## src/rtl/sop_pkg.sv

```systemverilog
package sop_pkg;
  localparam int SAMPLE_W  = 24;
  localparam int STATUS_W  = 8;
  localparam int ST_ERR    = 7;
  localparam int ST_TBRK   = 6;
  localparam int ST_OVF    = 5;

  typedef enum logic {SH_IDLE, SH_BUSY} sh_state_t;
endpackage

```

## src/rtl/sop_fifo.sv

```systemverilog
module sop_fifo #(
  parameter int W     = 26,
  parameter int DEPTH = 8,
  localparam int AW   = (DEPTH > 1) ? $clog2(DEPTH) : 1,
  localparam int CW   = $clog2(DEPTH) + 1
) (
  input  logic          clk,
  input  logic          rst,
  input  logic          push,
  input  logic [W-1:0]  wdata,
  input  logic          pop,
  output logic [W-1:0]  rdata,
  output logic          empty,
  output logic          full,
  output logic [CW-1:0] count
);
  logic [W-1:0]  mem [DEPTH];
  logic [AW-1:0] wptr, rptr;

  function automatic logic [AW-1:0] bump(input logic [AW-1:0] p);
    return (p == AW'(DEPTH - 1)) ? '0 : p + 1'b1;
  endfunction

  always_ff @(posedge clk) begin
    if (push) mem[wptr] <= wdata;
  end

  always_ff @(posedge clk) begin
    if (rst) begin
      wptr  <= '0;
      rptr  <= '0;
      count <= '0;
    end else begin
      if (push) wptr <= bump(wptr);
      if (pop)  rptr <= bump(rptr);
      case ({push, pop})
        2'b10:   count <= count + 1'b1;
        2'b01:   count <= count - 1'b1;
        default: count <= count;
      endcase
    end
  end

  assign rdata = mem[rptr];
  assign empty = (count == '0);
  assign full  = (count == CW'(DEPTH));
endmodule

```

## src/rtl/sop_stamp.sv

```systemverilog
module sop_stamp #(
  parameter int TB_W = 16
) (
  input  logic            clk,
  input  logic            rst,
  input  logic            tbrk_start,
  input  logic [TB_W-1:0] tbrk_delay,
  input  logic            accept,
  output logic            tbrk_flag
);
  logic [TB_W-1:0] cnt;
  logic            run;
  logic            expire;

  assign expire = run && !tbrk_start && (cnt == '0);

  always_ff @(posedge clk) begin
    if (rst) begin
      cnt       <= '0;
      run       <= 1'b0;
      tbrk_flag <= 1'b0;
    end else begin
      if (tbrk_start) begin
        cnt <= tbrk_delay;
        run <= 1'b1;
      end else if (run) begin
        if (cnt == '0) run <= 1'b0;
        else           cnt <= cnt - 1'b1;
      end
      tbrk_flag <= (tbrk_flag && !accept) || expire;
    end
  end
endmodule

```

## src/rtl/sop_shift.sv

```systemverilog
module sop_shift
  import sop_pkg::*;
#(
  parameter int WORD_W = 32,
  localparam int BW    = $clog2(WORD_W)
) (
  input  logic              clk,
  input  logic              rst,
  input  logic              avail,
  input  logic [WORD_W-1:0] word,
  input  logic              sck,
  output logic              pop,
  output logic              rdy_n,
  output logic              sdo
);
  sh_state_t         st;
  logic [WORD_W-1:0] shreg;
  logic [BW-1:0]     bitn;
  logic              sck_q;
  logic              fall;

  assign fall = sck_q && !sck;
  assign pop  = (st == SH_IDLE) && avail;

  always_ff @(posedge clk) begin
    if (rst) begin
      st    <= SH_IDLE;
      shreg <= '0;
      bitn  <= '0;
      sck_q <= 1'b0;
      rdy_n <= 1'b1;
      sdo   <= 1'b0;
    end else begin
      sck_q <= sck;
      case (st)
        SH_IDLE: if (avail) begin
          shreg <= word;
          sdo   <= word[WORD_W-1];
          bitn  <= '0;
          rdy_n <= 1'b0;
          st    <= SH_BUSY;
        end
        SH_BUSY: if (fall) begin
          if (bitn == BW'(WORD_W - 1)) begin
            rdy_n <= 1'b1;
            sdo   <= 1'b0;
            st    <= SH_IDLE;
          end else begin
            shreg <= shreg << 1;
            sdo   <= shreg[WORD_W-2];
            bitn  <= bitn + 1'b1;
          end
        end
        default: st <= SH_IDLE;
      endcase
    end
  end
endmodule

```

## src/rtl/serial_sample_port.sv

```systemverilog
module serial_sample_port
  import sop_pkg::*;
#(
  parameter int DEPTH = 8,
  parameter int TB_W  = 16
) (
  input  logic                clk,
  input  logic                rst,
  input  logic                smp_valid,
  input  logic [SAMPLE_W-1:0] smp_data,
  input  logic                mod_err,
  input  logic                tbrk_start,
  input  logic [TB_W-1:0]     tbrk_delay,
  input  logic                sck,
  output logic                rdy_n,
  output logic                sdo
);
  localparam int WORD_W  = SAMPLE_W + STATUS_W;
  localparam int ENTRY_W = SAMPLE_W + 2;
  localparam int CW      = $clog2(DEPTH) + 1;

  logic               accept, drop, pop;
  logic               fifo_empty, fifo_full;
  logic [CW-1:0]      fifo_count;
  logic [ENTRY_W-1:0] entry_in, entry_out;
  logic               tbrk_flag;
  logic               ovf_pend;
  logic [STATUS_W-1:0] status;
  logic [WORD_W-1:0]  word;

  assign accept = smp_valid && (!fifo_full || pop);
  assign drop   = smp_valid && fifo_full && !pop;

  sop_stamp #(.TB_W(TB_W)) u_stamp (
    .clk(clk), .rst(rst), .tbrk_start(tbrk_start), .tbrk_delay(tbrk_delay),
    .accept(accept), .tbrk_flag(tbrk_flag)
  );

  assign entry_in = {mod_err, tbrk_flag, smp_data};

  sop_fifo #(.W(ENTRY_W), .DEPTH(DEPTH)) u_fifo (
    .clk(clk), .rst(rst), .push(accept), .wdata(entry_in), .pop(pop),
    .rdata(entry_out), .empty(fifo_empty), .full(fifo_full), .count(fifo_count)
  );

  // drop and pop never coincide, so set and clear cannot collide
  always_ff @(posedge clk) begin
    if (rst)       ovf_pend <= 1'b0;
    else if (drop) ovf_pend <= 1'b1;
    else if (pop)  ovf_pend <= 1'b0;
  end

  always_comb begin
    status          = '0;
    status[ST_ERR]  = entry_out[ENTRY_W-1];
    status[ST_TBRK] = entry_out[ENTRY_W-2];
    status[ST_OVF]  = ovf_pend;
  end

  assign word = {status, entry_out[SAMPLE_W-1:0]};

  sop_shift #(.WORD_W(WORD_W)) u_shift (
    .clk(clk), .rst(rst), .avail(!fifo_empty), .word(word), .sck(sck),
    .pop(pop), .rdy_n(rdy_n), .sdo(sdo)
  );
endmodule

```

## config.mk

```make
export PLATFORM = sky130hd
export DESIGN_NAME = serial_sample_port
export DESIGN_NICKNAME = d
export VERILOG_FILES = /design/src/rtl/sop_pkg.sv /design/src/rtl/sop_fifo.sv /design/src/rtl/sop_stamp.sv /design/src/rtl/sop_shift.sv /design/src/rtl/serial_sample_port.sv
export SDC_FILE = /design/constraint.sdc
export NUM_CORES = 1
export LEC_CHECK = 0
export BUFFER_PORTS_ARGS = -buffer_cell sky130_fd_sc_hd__buf_2
export CAP_MARGIN = 25
export CORE_UTILIZATION = 40
export CTS_BUF_LIST = sky130_fd_sc_hd__clkbuf_8
export DETAILED_ROUTE_END_ITERATION = 6
export PLACE_DENSITY = 0.66
export RECOVER_POWER = 100
export SLEW_MARGIN = 20
export SYNTH_ARGS = -nofsm -noshare
export SYNTH_HDL_FRONTEND = slang
export SYNTH_SLANG_ARGS = --single-unit
```

## constraint.sdc

```tcl
create_clock -name clk -period 6.65 [get_ports clk]
set_input_delay 0.9975 -clock clk [delete_from_list [all_inputs] [get_ports clk]]
set_output_delay 0.9975 -clock clk [all_outputs]
set_load 0.005 [all_outputs]
```

Word-level counts from Yosys, hierarchy flattened --
Memories as Yosys holds them, arrays and structs flattened. A register that Yosys moved wholly into a read port is not among the register bits. Cells that the tools add are included.
Storage, ports and cells: register bits 69, bits in writable memories 208, bits of input ports 46, output and inout bits 2, logic and storage cells 92, memories kept 1
Operators by class: $add $sub $neg 6, eq/ne operators 11, multiplexer cells 35, bitwise logic cells 1, reduce and logical (&&, ||, !) cells 25
Memories:
- u_fifo.mem | words 8, bits a word 26, read ports 1, clocked after Yosys merged registers in 1, wr ports 1, RTL line sop_fifo.sv:17 | logic [W-1:0] mem [DEPTH];
Operators with widths (number):
- 31-bit 2-to-1 mux | 3
- 31-bit one-hot mux with 2 select lines | 1
- 16-bit 2-to-1 mux | 3
- 16-bit logical NOT | 1
- 1-bit 2-to-1 mux | 16
- 16-bit by 1-bit subtractor with 16-bit output, second input constant | 1
- 5-bit 2-to-1 mux | 3
- 3-bit 2-to-1 mux | 4
- 2-bit != test, second input constant | 5
- 5-bit one-hot mux with 2 select lines | 1
- 1-bit logical AND | 8
- 4-bit one-hot mux with 2 select lines | 1
- 3-bit by 1-bit adder with 3-bit output, second input constant | 2
- 3-bit equality test, second input constant | 2
- 1-bit logical NOT | 6
- 1-bit one-hot mux with 2 select lines | 3
- 3-bit AND reduction | 2
- 2-bit nonzero test | 3
- 5-bit by 1-bit adder with 5-bit output, second input constant | 1
- 5-bit equality test, second input constant | 1
- 4-bit by 1-bit adder with 4-bit output, second input constant | 1
- 4-bit equality test, second input constant | 1
- 4-bit logical NOT | 1
- 2-bit AND reduction | 2
- 5 further kinds | 6

Logic depth before layout (Yosys ltp) --
Gate-level depths: netlist of run 1.
word-level depth 8, mapped depth 8, gate-level depth less buffers 7

Cells and area by module --
From an unflattened synthesis of run 1, not the netlist that was laid out.
Second synthesis, totals: cells, all modules 711, area total of the unflattened synthesis 11727.5 µm²
By module, submodules not included:
- sop_fifo | times used 1, cells an instance 374, area each 8637.0 µm²
- sop_shift | times used 1, cells an instance 188, area each 1836.8 µm²
- sop_stamp | times used 1, cells an instance 142, area each 1199.9 µm²
- serial_sample_port | times used 1, cells an instance 7, area each 53.8 µm²

Worst setup path after synthesis of run 1 --
No wires, ideal clock.
path kind in2reg, start in smp_valid, end mem u_fifo.mem[0][0] (enable), setup time 475 ps, arrival 3917 ps, data required time 6175 ps, slack 2258 ps, stages 3, cell sequence clkbuf_1 > o21ai_2 > nor4_1
On the way: longest elaborated chain between the ends 3
Ends and longest elaborated chain:
- start: declaration | RTL line serial_sample_port.sv:9 | input logic smp_valid,
- 1-bit logical AND | RTL line serial_sample_port.sv:31 | assign accept = smp_valid && (!fifo_full || pop);
- 1-bit 2-to-1 mux | RTL line sop_fifo.sv:25 | if (push) mem[wptr] <= wdata;
- 1-bit 2-to-1 mux (not written as such) | RTL line sop_fifo.sv:25
- end: declaration | RTL line sop_fifo.sv:17
No other way between the ends.

==> flow_summary.toml, run 1 <==
[sta]
min_period_over_period_pct = 63.9
relSlewSlack_pct = -39.3
tightest_slew_ns = 2.09
finalHoldViolations = 0
drv_slew = 174
setup_viol = 0
max_freq_mhz = 235
fin_worst_skew_ns = 0.0208
post-route-min-period_ns = 4.25
tns_ns = 0
rsz0062_at_grt = "false"
finalWorstSetupSlack_ns = 2.40

[final_layout]
final_core_util_pct = 46.8
layout-drive-gt1-share_pct = 21.5
area_growth_pct = 14.4
fillers = 2346
antenna_cells = 0
fin_nets = 794

[power_and_ir_drop]
power.density_mw_per_mm2 = 359
peakVddDrop_uv = 167
leakage_nw = 4.12

[critical_path]
path_max_fanout = 38
end_kind = "flop"
rr_startpoint = "u_shift.st"
crit_arrival_ns = 4.68
worstPathRequired_ns = 7.08
critPathLaunchType = "input pin"
r2r_cells = 4
reg2reg_slack_ns = 3.22
r2r-end = "u_fifo.mem[4][25]"
critical_path_class = "in2reg"

[logic_synthesis]
netlist_top_cells_count = "208 x edfxtp_1, 72 x dfxtp_1, 52 x mux4_2, 43 x nor2_1"
synth-edff-count = 208
ys_types = 66
synth_most_common_cell = "edfxtp_1"
synthFlopType = "edfxtp_1"
synth_area_leaders = "edfxtp_1 56%, dfxtp_1 13%, mux4_2 11%"
synth.avg_cell_area_um2 = 16.6
ys_seq_area_share_pct = 69.3
synth-seq-cells = 280
synth_nets = 722
synth_warnings = 0
synth_top_area_share_pct = 56.3
syn_inst = 668
synth_async_sr_flop_share_pct = 0
synth_top_area_cell = "edfxtp_1"
synth_area_mm2 = 0.0111

[hold_path]
worstHoldPathType = "reg2reg"
min_to = "u_shift.shreg[26]"
min_from = "u_shift.shreg[26]"
whs_path_depth = 2

[floorplan]
dieArea_mm2 = 0.0284
die_h_um = 168
start_util_pct = 40.9
io_pins = 48
coreArea_mm2 = 0.0271
row_count = 60
die_x_um = 168

[clock_tree]
root_buffer = "clkbuf_8"
cts_max_level = 2
postCtsSetupBuffers = 0
clkTransAtPathRegs_ns = 0.06
cts_tree = "built"
cts_hold_buf = 0
clock_path_buffers = 3
worstSkewPairLatency_ns = 0.55
cts.sinks = 280
cts_buffers = 46
ctsResizeCount = 0

[place]
numPortBuffers = 47
place_congestion = 0.793
place_hpwl_um = 12300
preCtsSetupSlack_ns = 3.11

[route]
first_pass_iters = 5
wl_per_cell_um = 18.9
viasPerCell = 5.27
drt_iter0_drc = 457
ant_nets = 0
routed_wl_um = 21700
drc = 0
vias = 6063

[global_routing]
grt_pass1_vias = 6183
grt_pass1_wl_um = 34500
grt_max_degree = 53
antenna_found_initial = 0
overflow = 0
track_usage_pct = 15.8

[run]
timing.max_cap.violations = 7

[status]
status = "complete, but fails checks"
violations = "capacitance limit, slew limit"
sequential cells by signal, summed over array words and instances, names as in the netlist, 3 cells and up, named ones only:
signal / count
u_fifo.wptr: 3
u_shift.bitn: 5
u_fifo.rptr: 3
u_stamp.cnt: 16
u_fifo.count: 4
u_shift.shreg: 31
u_fifo.mem: 208
worst max-delay path, cell delays in order:
cell and delay [ns]:
clkbuf_1 1.24, inv_1 0.82, o21ai_0 0.61, nor2_1 0.53
a221o_1 0.47
worst max-delay path by stage:
stage | start | to | cells past startpoint
after global placement | rst | u_shift.shreg[14] | 5
after CTS | rst | u_shift.shreg[11] | 5
after global routing | rst | u_shift.shreg[11] | 5
after detailed placement | rst | u_shift.shreg[11] | 5
final | rst | u_shift.shreg[21] | 5
after floorplan | smp_valid | u_fifo.mem[0][0] | 3
cell families after synthesis:
logic type,share of synthesized area (%)
AOI/OAI and AO/OA,6.34
buffers and inverters,1.90
muxes,13.6
DFF,69.3
adders and majority gates,0.903
xor gates and xnor gates,0.237
and+or+nand+nor,7.70
cell usage in the layout, fill, tap and decap left out, drive strengths merged, types with 3 or more instances in the layout:
cell	synthesis	routed
bufinv	0	3
nand3	5	5
o21ai	12	12
nor2	44	44
mux4	52	52
ha	8	8
a21oi	19	19
or2	4	4
dfxtp	72	72
nand4	13	13
a221oi	3	3
buf	19	25
nor4b	4	4
nor2b	4	4
edfxtp	208	208
nand2	30	30
or3	7	7
a221o	19	19
nor4	5	5
a311oi	9	9
o221ai	6	6
or4	6	6
nor3	10	10
mux2	3	3
o31ai	3	3
mux2i	30	30
nand2b	3	3
clkinv	0	10
clkbuf	18	94
or4b	3	3
inv	14	28
through the flow:
stage | total power [mW] | hold slack (ns) | instances | area [µm²]
5_1_grt | 4.78 | 0.476 | 1150 | 12700
4_1_cts | 4.62 | 0.453 | 1149 | 12800
2_1_floorplan | 2.81 | 0.432 | 668 | 11100
3_3_place_gp | 3.02 | 0.442 | 1062 | 11800
3_5_place_dp | 3.03 | 0.445 | 1063 | 11800
6_report | 4.55 | 0.453 | 1150 | 12700
routing by layer:
metal | share of wire, % | GRT usage, % | vias up
met5 | 0 | 0 | -
li1 | - | - | 2848
met1 | 45 | 20.9 | 3041
met2 | 48 | 25.9 | 142
met3 | 5.6 | 3.58 | 32
met4 | 1.7 | 5.22 | 0
cell type report:
cell class | count | area (µm²) | area share, %
clock buffers | 58 | 798 | 6.30
clock inverters | 28 | 204 | 1.61
inverters | 14 | 52.6 | 0.414
multi-input cells | 337 | 3190 | 25.2
flip-flops and latches | 280 | 7690 | 60.7
well taps | 372 | 465 | 3.67
repair buffers | 61 | 270 | 2.13
power by group:
group / switching [mW] / internal [mW] / total, mW
combinational: 0.458 / 0.393 / 0.852
clock: 0.666 / 0.906 / 1.57
sequential: 0.104 / 2.02 / 2.13
No activity file was read; power rests on OpenSTA's default activity.
==> run 2, diff against run 1 <==
Clock period 6.65 ns to 4.08 ns, I/O delays scaled along.
==> flow_summary.toml, run 2 (synthesized netlist as in run 1, its figures left out) <==
[status]
violations = "capacitance limit, slew limit"
status = "complete, but fails checks"

[place]
place_congestion = 0.760
dp_cells = 1065
numPortBuffers = 47
place_hpwl_um = 12300

[route]
routed_wl_um = 21700
wl_per_cell_um = 18.9
drc = 0
ant_nets = 0
drt_iter0_drc = 389
first_pass_iters = 5
viasPerCell = 5.27
vias = 6071

[clock_tree]
clkTransAtPathRegs_ns = 0.06
worstSkewPairLatency_ns = 0.55
cts_max_level = 2
cts_tree = "built"
root_buffer = "clkbuf_8"
ctsResizeCount = 0
postCtsSetupBuffers = 0
cts_buffers = 46
clock_path_buffers = 3
cts_hold_buf = 0
cts.sinks = 280

[final_layout]
layout-drive-gt1-share_pct = 21.7
fillers = 2345
area_growth_pct = 14.2
largest_register = "u_fifo.mem"
fin_nets = 796
final_cell_mix = "208 x edfxtp_1, 70 x dfxtp_1, 55 x clkbuf_8"
seq_area_mm2 = 0.00769
stdcell_count = 1151
final_common_cell = "edfxtp_1"
largest_reg_flops = 208
multiInputGateArea_mm2 = 0.00316
final_core_util_pct = 46.7
top_regs = "u_fifo.mem x208, u_shift.shreg x31, u_stamp.cnt x16"

[hold_path]
min_from = "tbrk_delay[10]"
whs_path_depth = 3
min_to = "u_stamp.cnt[10]"
worstHoldPathType = "in2reg"

[power_and_ir_drop]
switching_power_mw = 2.00
p_comb_share_pct = 19.0
power_frac_seq_pct = 47.1
total_power_mw = 7.38
clockPowerShare_pct = 33.9
peakVddDrop_uv = 274
leakage_nw = 4.13
p_int_mw = 5.39
swShare_pct = 27.0
power.density_mw_per_mm2 = 583

[floorplan]
die_x_um = 168
die_h_um = 168
coreArea_mm2 = 0.0271
dieArea_mm2 = 0.0284
io_pins = 48
start_util_pct = 40.9
row_count = 60

[critical_path]
r2r-end = "u_fifo.mem[7][4]"
rr_startpoint = "u_fifo.count[1]"
reg2reg_slack_ns = 0.96
critPathLaunchType = "flop"
worstPathRequired_ns = 4.24
r2r_cells = 4
path_max_fanout = 14
critical_path_class = "reg2reg"
end_kind = "flop"
crit_arrival_ns = 3.29

[sta]
drv_slew = 172
min_period_over_period_pct = 76.5
rsz0062_at_grt = "false"
fin_worst_skew_ns = 0.0228
post-route-min-period_ns = 3.12
tightest_slew_ns = 2.16
setup_viol = 0
finalHoldViolations = 0
max_freq_mhz = 320
relSlewSlack_pct = -43.8
hold_ws_ns = 0.329
tns_ns = 0

[global_routing]
antenna_found_initial = 1
grt_pass1_wl_um = 34500
overflow = 0
track_usage_pct = 15.7
grt_max_degree = 53
grt_pass1_vias = 6252

[run]
timing.max_cap.violations = 5
run 2: final cells by class:
| type | count | share of cell area (%) |
|---|---|---|
| clock inverters | 29 | 1.66 |
| flip-flops and latches | 280 | 60.7 |
| diodes | 1 | 0.0198 |
| inverters | 14 | 0.415 |
| well taps | 372 | 3.68 |
| clock buffers | 55 | 5.98 |
| repair buffers | 63 | 2.54 |
| multi-input cells | 337 | 25.0 |
run 2: power by group through the flow:
stage / Combinational (mW) / Sequential, mW / Clock, mW
2_1_floorplan: 1.14 / 3.44 / 0
3_3_place_gp: 1.30 / 3.62 / 0
3_5_place_dp: 1.33 / 3.62 / 0
4_1_cts: 1.33 / 3.57 / 2.57
5_1_grt: 1.56 / 3.51 / 2.70
6_report: 1.40 / 3.48 / 2.50
run 2: stage by stage:
stage	cell area (µm²)	setup slack, ns
5_1_grt	12700	0.762
6_report	12700	0.957
3_5_place_dp	11800	1.35
4_1_cts	12800	1.54
3_3_place_gp	11800	1.38
2_1_floorplan	11100	0.0733
run 2: worst max-delay path by stage:
stage	from	to	slack, ns	depth (start not counted)
after floorplan	smp_valid	u_fifo.mem[0][0]	0.07	3
after global placement	rst	u_shift.shreg[12]	1.38	5
after detailed placement	rst	u_shift.shreg[3]	1.35	5
after CTS	u_fifo.count[1]	u_fifo.mem[0][19]	1.54	4
after global routing	u_fifo.count[1]	u_fifo.mem[7][1]	0.76	4
final	u_fifo.count[1]	u_fifo.mem[7][4]	0.96	4
run 2: critical path, cell delays in order, from the launching register on:
cell and delay, ns:
dfxtp_1 0.45, or3_1 0.19, o211ai_1 0.21, nor2_1 1.08
clkbuf_1 0.79
run 2: layer usage:
layer / up-vias / global-route usage (%) / routed length, µm
met2: 135 / 24.8 / 10100
met4: 0 / 5.38 / 422
met1: 3038 / 21.6 / 10100
li1: 2861 / - / -
met5: - / 0 / 0
met3: 37 / 3.51 / 1020
==> run 3, diff against run 2 <==
Settings changed: ABC_AREA set to 1.
Clock period 4.08 ns to 3.2 ns, I/O delays scaled along.
==> flow_summary.toml, run 3 <==
[global_routing]
grt_max_degree = 105
antenna_found_initial = 0
grt_pass1_wl_um = 40800
grtUsageMet3_pct = 3.68
met2_usage_pct = 29.2
track_usage_pct = 18.0
top_usage_layer = "met2"
met1_usage_pct = 24.1
grt_pass1_vias = 7609
overflow = 0

[power_and_ir_drop]
leakage_nw = 4.71
power.density_mw_per_mm2 = 849
switching_power_mw = 4.09
p_comb_share_pct = 32.6
total_power_mw = 11.0
power_frac_seq_pct = 41.0
clockPowerShare_pct = 26.4
swShare_pct = 37.3
peakVddDrop_uv = 432
p_int_mw = 6.87

[final_layout]
final_core_util_pct = 46.0
largest_reg_flops = 208
top_regs = "u_fifo.mem x208, u_shift.shreg x31, u_stamp.cnt x16"
final_cell_mix = "208 x edfxtp_1, 174 x o21ai_0, 164 x nor2_1"
area_growth_pct = 12.1
layout-drive-gt1-share_pct = 10.7
final_common_cell = "edfxtp_1"
largest_register = "u_fifo.mem"
finalInstanceArea_mm2 = 0.0129
fin_nets = 1173
antenna_cells = 0

[clock_tree]
ctsResizeCount = 0
clock_path_buffers = 3
clkTransAtPathRegs_ns = 0.06
cts_hold_buf = 0
root_buffer = "clkbuf_8"
postCtsSetupBuffers = 0
cts_max_level = 2
worstSkewPairLatency_ns = 0.59
cts_tree = "built"
cts.sinks = 280
cts_buffers = 48

[critical_path]
critPathTopFamily = "buffers and inverters"
path_common_cell = "o21ai_0"
end_kind = "flop"
cp_num_buf_inv = 4
crit_arrival_ns = 2.99
cp_cell_sequence = "buf_4, inv_1, clkbuf_2, o21ai_0, o22ai_1, o21ai_0, inv_1, o21ai_0, a21oi_1"
path_max_fanout = 54
slowest_stage = "clkbuf_2"
critPathLaunchType = "flop"
critical_path_class = "reg2reg"
worstPathRequired_ns = 3.68
crit_path_max_incr_delay_ns = 0.84

[route]
drc = 0
wl_per_cell_um = 16.7
vias = 7952
drt_iter0_drc = 608
routed_wl_um = 25600
viasPerCell = 5.18
ant_nets = 0
first_pass_iters = 5

[sta]
post-route-min-period_ns = 2.51
tns_ns = 0
setup_viol = 0
fin_worst_skew_ns = 0.0294
finalWorstSetupSlack_ns = 0.691
rsz0062_at_grt = "false"
min_period_over_period_pct = 78.4
drv_slew = 37
finalHoldViolations = 0
max_freq_mhz = 399
relSlewSlack_pct = -20.4
tightest_slew_ns = 1.81

[logic_synthesis]
synth_most_common_cell = "edfxtp_1"
synth_area_mm2 = 0.0115
synth.avg_cell_area_um2 = 10.9
synth_async_sr_flop_share_pct = 0
ys_types = 45
syn_inst = 1058
synth_top_area_share_pct = 54.3
synth_area_leaders = "edfxtp_1 54%, dfxtp_1 13%, o21ai_0 7.1%"
netlist_top_cells_count = "208 x edfxtp_1, 169 x nor2_1, 164 x o21ai_0, 92 x nand2_1, 72 x dfxtp_1"
synth-edff-count = 208
synth_top_area_cell = "edfxtp_1"
synth_nets = 1112
synth_warnings = 0
synthFlopType = "edfxtp_1"
ys_seq_area_share_pct = 66.8
synth-seq-cells = 280

[floorplan]
die_x_um = 172
row_count = 61
coreArea_mm2 = 0.0280
io_pins = 48
start_util_pct = 41.1
dieArea_mm2 = 0.0295
die_h_um = 172

[place]
preCtsSetupSlack_ns = 0.871
placed_cell_area_mm2 = 0.0121
place_congestion = 0.804
place_hpwl_um = 14300
numPortBuffers = 47

[hold_path]
worstHoldPathType = "in2reg"

[run]
timing.max_cap.violations = 1

[status]
status = "complete, but fails checks"
violations = "capacitance limit, slew limit"
==> run 3: cell types whose count changed in the layout (fill, tap and decap cells not counted), sizes merged, moves of 42 or more <==
| cell | previous run | this run |
|---|---|---|
| inv | 30 | 91 |
| o22ai | 0 | 42 |
| mux4 | 52 | 0 |
| nand2 | 30 | 97 |
| nor2 | 44 | 174 |
| o21ai | 12 | 196 |
==> run 3: worst paths after layout <==
path,from,to,slack [ns],cells after the start
hold reg to reg,u_shift.shreg[27],u_shift.shreg[27],0.46,2
hold / removal,sck,u_shift.sck_q,0.15,3
setup / recovery,flop,u_shift.shreg[17],0.69,9
setup reg to reg,flop,u_shift.shreg[17],0.69,9
==> run 3: final cells by class <==
| class | instances | area, µm² |
|---|---|---|
| timing repair buffer | 70 | 362 |
| clock buffer | 49 | 674 |
| tap | 378 | 473 |
| sequential | 280 | 7690 |
| fill | 2624 | 15100 |
| inverter | 67 | 256 |
| multi-input combinational | 652 | 3250 |
| clock inverter | 40 | 195 |
==> run 3: through the flow <==
stage | instances | hold slack (ns)
5_1_grt | 1536 | 0.156
3_5_place_dp | 1447 | 0.458
2_1_floorplan | 1058 | 0.443
6_report | 1536 | 0.148
4_1_cts | 1536 | 0.107
3_3_place_gp | 1447 | 0.453
==> run 3: kinds of logic (layout without fill, tap and decap cells) <==
logic type               after synthesis  after routing  share of synthesized area (%)
adder cells (fa/ha/maj)                8              8                          0.870
AO/OA/AOI/OAI                        310            310                           14.7
XOR/XNOR                              10             10                          0.761
buffers and inverters                126            226                           4.87
AND/OR/NAND/NOR                      324            324                           12.0
flip-flops                           280            280                           66.8
==> run 3: power groups by stage <==
stage / Sequential [mW] / Clock, mW / Combinational [mW]
floorplan: 4.53 / 0 / 2.75
global route: 4.54 / 3.12 / 4.08
detailed placement: 4.57 / 0 / 3.65
global placement: 4.56 / 0 / 3.55
CTS: 4.50 / 2.97 / 3.65
finish: 4.50 / 2.89 / 3.57
==> run 3: metal layers <==
metal  vias to the layer above  wire length, µm  share of wire [%]
met3                        37             1440                5.6
met1                      3827            11700                 46
met2                       194            11900                 47
li1                       3894                -                  -
met4                         0              469                1.8
met5                         -                0                  0
==> run 3: worst register-to-register path, cell delays in order, from the launching register on <==
cell and delay (ns):
dfxtp_1 0.30, buf_4 0.20, inv_1 0.07, clkbuf_2 0.84, o21ai_0 0.30, o22ai_1 0.19
o21ai_0 0.09, inv_1 0.08, o21ai_0 0.18, a21oi_1 0.17
